## src/rtl/sreg_pkg.sv

```systemverilog
package sreg_pkg;
  localparam int ADDR_W    = 7;
  localparam int DATA_W    = 16;
  localparam int HDR_W     = 1 + ADDR_W;
  localparam int FRAME_LEN = HDR_W + DATA_W;
  localparam int CNT_W     = $clog2(FRAME_LEN + 1);
  localparam int IDX_W     = $clog2(DATA_W);
  localparam int NREG      = 1 << ADDR_W;

  typedef logic [CNT_W-1:0]  cnt_t;
  typedef logic [ADDR_W-1:0] addr_t;
  typedef logic [DATA_W-1:0] word_t;

  // bit of the read word that leaves while the counter holds c
  function automatic logic [IDX_W-1:0] tx_index(input cnt_t c);
    int t;
    t = FRAME_LEN - 1 - int'(c);
    return IDX_W'(t);
  endfunction

  function automatic logic in_data_phase(input cnt_t c);
    return int'(c) >= HDR_W;
  endfunction
endpackage

```

## src/rtl/sreg_frame.sv

```systemverilog
module sreg_frame
  import sreg_pkg::*;
(
  input  logic  sclk,
  input  logic  frame_rst_n,
  input  logic  din,
  output cnt_t  cnt,
  output logic  rd_phase,
  output addr_t addr,
  output logic  wr_en,
  output word_t wr_data
);
  logic [DATA_W-2:0] shift_q;
  logic [HDR_W-1:0]  hdr_q;
  logic              frame_full;

  assign frame_full = (cnt == cnt_t'(FRAME_LEN));

  always_ff @(posedge sclk or negedge frame_rst_n) begin
    if (!frame_rst_n) begin
      cnt     <= '0;
      shift_q <= '0;
      hdr_q   <= '0;
    end else if (!frame_full) begin
      cnt     <= cnt + 1'b1;
      shift_q <= {shift_q[DATA_W-3:0], din};
      if (cnt == cnt_t'(HDR_W - 1))
        hdr_q <= {shift_q[HDR_W-2:0], din};
    end
  end

  assign addr     = hdr_q[ADDR_W-1:0];
  assign rd_phase = hdr_q[HDR_W-1] && in_data_phase(cnt);
  assign wr_en    = !hdr_q[HDR_W-1] && (cnt == cnt_t'(FRAME_LEN - 1));
  assign wr_data  = {shift_q, din};


  cnt_bound_chk: assert property (@(posedge sclk) disable iff (!frame_rst_n)
    int'(cnt) <= FRAME_LEN);

  commit_last_chk: assert property (@(posedge sclk) disable iff (!frame_rst_n)
    wr_en |=> frame_full);

  hdr_hold_chk: assert property (@(posedge sclk) disable iff (!frame_rst_n)
    in_data_phase(cnt) |=> $stable(hdr_q));
endmodule

```

## src/rtl/sreg_bank.sv

```systemverilog
module sreg_bank
  import sreg_pkg::*;
#(
  parameter int WIDE_ADDR = 3,
  parameter int WIDE_BIT  = 4,
  parameter int PAR_ADDR  = 2,
  parameter int PAR_BIT   = 2
) (
  input  logic  sclk,
  input  logic  rst_n,
  input  logic  wr_en,
  input  addr_t addr,
  input  word_t wr_data,
  output word_t rd_word,
  output logic  cfg_word_wide,
  output logic  cfg_parity_en
);
  word_t mem [NREG];

  always_ff @(posedge sclk or negedge rst_n) begin
    if (!rst_n) begin
      for (int i = 0; i < NREG; i++) mem[i] <= '0;
    end else if (wr_en) begin
      mem[addr] <= wr_data;
    end
  end

  assign rd_word       = mem[addr];
  assign cfg_word_wide = mem[WIDE_ADDR][WIDE_BIT];
  assign cfg_parity_en = mem[PAR_ADDR][PAR_BIT];

  // checker state: the last committed write
  logic  chk_pend;
  addr_t chk_addr;
  word_t chk_data;
  always_ff @(posedge sclk or negedge rst_n) begin
    if (!rst_n) begin
      chk_pend <= 1'b0;
      chk_addr <= '0;
      chk_data <= '0;
    end else begin
      chk_pend <= wr_en;
      chk_addr <= addr;
      chk_data <= wr_data;
    end
  end


  write_lands_chk: assert property (@(posedge sclk) disable iff (!rst_n)
    chk_pend |-> mem[chk_addr] == chk_data);

  wide_hold_chk: assert property (@(posedge sclk) disable iff (!rst_n)
    !wr_en |=> $stable(cfg_word_wide));

  par_hold_chk: assert property (@(posedge sclk) disable iff (!rst_n)
    !wr_en |=> $stable(cfg_parity_en));
endmodule

```

## src/rtl/sreg_launch.sv

```systemverilog
module sreg_launch
  import sreg_pkg::*;
(
  input  logic  sclk,
  input  logic  frame_rst_n,
  input  logic  four_wire,
  input  cnt_t  cnt,
  input  logic  rd_phase,
  input  word_t rd_word,
  output logic  sdio_o,
  output logic  sdio_oe,
  output logic  sdo
);
  logic bit_q;

  always_ff @(negedge sclk or negedge frame_rst_n) begin
    if (!frame_rst_n)
      bit_q <= 1'b0;
    else if (rd_phase && int'(cnt) < FRAME_LEN)
      bit_q <= rd_word[tx_index(cnt)];
  end

  assign sdio_o  = bit_q;
  assign sdio_oe = rd_phase && !four_wire;
  assign sdo     = (rd_phase && four_wire) ? bit_q : 1'b0;


  oe_window_chk: assert property (@(posedge sclk) disable iff (!frame_rst_n)
    sdio_oe |-> in_data_phase(cnt));

  sdo_quiet_chk: assert property (@(posedge sclk) disable iff (!frame_rst_n)
    !in_data_phase(cnt) |-> !sdo);
endmodule

```

## src/rtl/sreg_port.sv

```systemverilog
module sreg_port
  import sreg_pkg::*;
#(
  parameter int WIDE_ADDR = 3,
  parameter int WIDE_BIT  = 4,
  parameter int PAR_ADDR  = 2,
  parameter int PAR_BIT   = 2
) (
  input  logic sclk,
  input  logic rst_n,
  input  logic cs_n,
  input  logic sdio_i,
  output logic sdio_o,
  output logic sdio_oe,
  output logic sdo,
  input  logic four_wire,
  output logic cfg_word_wide,
  output logic cfg_parity_en
);
  logic  frame_rst_n;
  cnt_t  cnt;
  logic  rd_phase;
  addr_t addr;
  logic  wr_en;
  word_t wr_data;
  word_t rd_word;

  // a raised select clears all frame state at once
  assign frame_rst_n = rst_n && !cs_n;

  sreg_frame u_frame (
    .sclk        (sclk),
    .frame_rst_n (frame_rst_n),
    .din         (sdio_i),
    .cnt         (cnt),
    .rd_phase    (rd_phase),
    .addr        (addr),
    .wr_en       (wr_en),
    .wr_data     (wr_data)
  );

  sreg_bank #(
    .WIDE_ADDR (WIDE_ADDR),
    .WIDE_BIT  (WIDE_BIT),
    .PAR_ADDR  (PAR_ADDR),
    .PAR_BIT   (PAR_BIT)
  ) u_bank (
    .sclk          (sclk),
    .rst_n         (rst_n),
    .wr_en         (wr_en),
    .addr          (addr),
    .wr_data       (wr_data),
    .rd_word       (rd_word),
    .cfg_word_wide (cfg_word_wide),
    .cfg_parity_en (cfg_parity_en)
  );

  sreg_launch u_launch (
    .sclk        (sclk),
    .frame_rst_n (frame_rst_n),
    .four_wire   (four_wire),
    .cnt         (cnt),
    .rd_phase    (rd_phase),
    .rd_word     (rd_word),
    .sdio_o      (sdio_o),
    .sdio_oe     (sdio_oe),
    .sdo         (sdo)
  );


  idle_quiet_chk: assert property (@(posedge sclk) disable iff (!rst_n)
    cs_n |-> !sdio_oe && !sdo);
endmodule

```

## config.mk

```make
export PLATFORM = sky130hd
export DESIGN_NAME = sreg_port
export DESIGN_NICKNAME = d
export VERILOG_FILES = /design/src/rtl/sreg_pkg.sv /design/src/rtl/sreg_frame.sv /design/src/rtl/sreg_bank.sv /design/src/rtl/sreg_launch.sv /design/src/rtl/sreg_port.sv
export SDC_FILE = /design/constraint.sdc
export NUM_CORES = 2
export LEC_CHECK = 0
export BUFFER_PORTS_ARGS = -buffer_cell sky130_fd_sc_hd__buf_2
export CORE_ASPECT_RATIO = 0.5
export CORE_UTILIZATION = 50
export CTS_BUF_LIST = sky130_fd_sc_hd__clkbuf_8
export DETAILED_ROUTE_END_ITERATION = 7
export PLACE_DENSITY = 0.65
export SETUP_SLACK_MARGIN = 0.02
export SLEW_MARGIN = 0
export SYNTH_ARGS = -nofsm -noshare
export SYNTH_HDL_FRONTEND = slang
export SYNTH_SLANG_ARGS = --single-unit
```

## constraint.sdc

```tcl
create_clock -name sclk -period 5.8 [get_ports sclk]
set_input_delay 0.29 -clock sclk [delete_from_list [all_inputs] [get_ports sclk]]
set_output_delay 0.29 -clock sclk [all_outputs]
set_load 0.02 [all_outputs]
```

==> results.cfg <==
[outcome]
status = finished with violations
failed_checks = design-rule violations, max-capacitance violations, max-slew violations, negative setup slack

[synthesis]
yosysUniqueCellTypes = 82
synth_seq_cells = 2077
synth_adder_area_share_pct = 0.02630
synth-simple-area-share_pct = 2.276
async_reset_ff_share_pct = 100.0
synthTopCellsByCount = 2260 x mux2_2, 2076 x dfrtp_1, 335 x clkbuf_1
synth_edf_count = 0
synth_top_area_cell = dfrtp_1
syn-num-nets = 6856
synth.area.top_cells = dfrtp_1 55%, mux2_2 27%, mux2i_1 2.7%
synth_top_family_by_area = multiplexers
ys.flop_type = dfrtp_1
synth-xor-area-share_pct = 0.03682
yosysSeqAreaShare_pct = 54.62
synthMuxAreaShare_pct = 32.04
yosysWarnings = 0
synth_top_cell_area_share_pct = 54.60
synth.most_common_cell = mux2_2
syn_avg_cell_area_um2 = 13.89
syn_inst = 6849
netlist_area_mm2 = 0.09515
synth_compound_area_share_pct = 7.629

[drt]
routed_wire_length_per_instance_um = 35.00
ant_nets = 0
drc_errors = 4
first_pass_iters = 8
routed_wl_um = 355300
drt_iter0_drc = 8267
vias_per_cell = 6.613
vias = 67140

[pwr]
peakVddDrop_mv = 0.1606
power_mw = 29.06
pwr_density_cell_mw_per_mm2 = 263.0
p_leak_nw = 54.14

[global_routing]
overflow = 0
grt_pass1_vias = 68560
grt_pass1_wl_um = 509000
antenna_found_initial = 27
grt_max_degree = 200
grtUsageTotal_pct = 37.02

[setup_path]
worstSetupPathType = flop to flop
end_kind = flop
startpoint_type = flop
r2r-start = u_frame.hdr_q[1]
startpoint = u_frame.hdr_q[1]
r2r_cells = 14
regToRegSetupSlack_ns = -1.01
slowest_stage = a222oi_1
path_max_fanout = 4
critPathArrivalTime_ns = 4.61
reg2reg_to = u_launch.sdio_o
cp_slowest_stage_delay_ns = 0.96
crit_chain = buf_12, buf_6, and2_4, buf_12, buf_6, a221o_1, a222oi_1, buf_4, nor2_4, nor4_2, a41o_1, a31oi_2, a311oi_2, o22ai_1
worstPathRequired_ns = 3.60
endpoint = u_launch.sdio_o

[hold_path]
hp-class = primary input to asynchronous set/reset pin

[cts]
clkLatencyLatePin_ns = 0.98
cts.clk_slew.worst_paths_ns = 0.07
htreeDepth = 5
clock_path_buffers = 4
cts_tree = built
cts.sinks = 2077
cts-root-buf = clkbuf_8
cts_buffers = 310

[placed_design]
port_buffers = 9
hpwl_um = 233000
place_inst = 9577
pre_cts_ws_ns = -1.445
place.gp.congestion = 1.037

[floorplan]
die-area_mm2 = 0.1922
core_area_mm2 = 0.1878
num_rows = 112
die-height_um = 310.5
io_pins = 10
die_w_um = 618.9
start_util_pct = 50.67

[timing]
whs_ns = 0.08145
tightest_slew_ns = 1.564
timing.setup.tns_ns = -1.012
setup_ws_ns = -1.012
slew_headroom_pct = -4.680
finalHoldViolations = 0
slew_violations = 10
rsz0062_at_grt = true
finClkSkew_ns = 0.1125
setup_violations = 1

[finish]
drive_gt1_share_pct = 50.68
nets = 7422
finalNonFillerCells = 10150
syn2layout_area_growth_pct = 16.10

[job]
maxCapViolCount = 1
## what timing repair did
action | CTS | global route
buffers inserted | 30 | 0
endpoints found under the setup margin | 1 | 1
pin swaps | 26 | 2
endpoints found under the hold margin | 850 | 0
hold buffers | 3 | 0
cloned | 5 | 0
gates resized for setup | 78 | 4
## registers in the layout (all words and copies together) (netlist names)
name and cells:
u_bank.cfg_parity_en 1, u_frame.hdr_q 8, u_bank.cfg_word_wide 1, u_launch.sdio_o 1
u_frame.shift_q 15, u_bank.mem 2046, u_frame.cnt 5
## power by group
group	switching, mW	internal (mW)	leakage [nW]
Sequential	0.169	14.5	28.9
Combinational	1.50	0.668	21.7
Clock	5.96	6.24	3.52
Total	7.63	21.4	54.1
## layer usage
| layer | track usage (%) | routed length, µm | vias up |
|---|---|---|---|
| li1 | - | - | 26600 |
| met1 | 51.82 | 148500 | 36060 |
| met2 | 51.40 | 145900 | 3700 |
| met3 | 15.57 | 47550 | 754 |
| met4 | 12.75 | 13030 | 26 |
| met5 | 0.7164 | 344 | - |
## worst min path at each step
stage                     cells past startpoint  slack, ns              endpoint  start
after floorplan                               0     -0.006  u_bank.cfg_parity_en  rst_n
after global placement                        1       0.24         u_bank.mem[9]  rst_n
after detailed placement                      1       0.25         u_bank.mem[9]  rst_n
after CTS                                     3       0.04       u_bank.mem[428]  rst_n
after global routing                          3       0.08       u_bank.mem[455]  rst_n
final                                         3       0.08       u_bank.mem[455]  rst_n
## placed cells by master (no fill, tap or decap), drive strengths merged, types with 8 or more instances in the layout
master / synthesis / routed
nand3: 27 / 27
clkbuf: 335 / 398
mux2i: 255 / 255
a22o: 29 / 29
nor2: 233 / 233
nand2b: 10 / 10
o2111ai: 8 / 8
a221oi: 180 / 180
nand4: 11 / 11
a222oi: 21 / 21
clkinvlp: 0 / 11
o21ai: 126 / 126
o22ai: 49 / 49
o22a: 8 / 8
o2bb2ai: 27 / 27
nor3: 23 / 23
mux2: 2270 / 2270
nor2b: 13 / 13
dfrtp: 2076 / 2076
a211oi: 28 / 28
a211o: 8 / 8
a311oi: 8 / 8
nor4: 10 / 10
a221o: 72 / 72
o211a: 8 / 8
nand2: 116 / 116
inv: 7 / 111
mux4: 105 / 105
a31oi: 33 / 33
o221ai: 25 / 25
clkinv: 2 / 22
a22oi: 129 / 129
a21oi: 155 / 155
buf: 329 / 911
o211ai: 18 / 18
## critical path: cells and delay by family (launching register included)
kind,cells,cell delay [ns]
AOI/OAI and AO/OA,6,1.95
buffers and inverters,5,0.80
DFF,1,0.52
and+or+nand+nor,3,0.35
## kinds of logic after synthesis
family,after synthesis
adders and majority gates,2
DFF,2077
xor gates and xnor gates,4
buffers and inverters,673
and+or+nand+nor,482
muxes,2630
AOI/OAI and AO/OA,981
## layout make-up
type,instances,area [µm²]
antenna,6,15.01
clock buffer,398,5478
clock inverter,137,660.6
fill,14610,77320
inverter,9,43.79
multi-input combinational,4099,40490
sequential,2077,52050
tap,2508,3138
timing repair buffer,918,8597
## through the flow
stage,cell area (µm²),util (%)
6_report,110500,58.83
5_1_grt,110500,58.82
4_1_cts,110400,58.81
3_5_place_dp,103400,55.08
3_3_place_gp,103400,55.08
2_1_floorplan,95150,-
(Power assumes the default switching activity.)
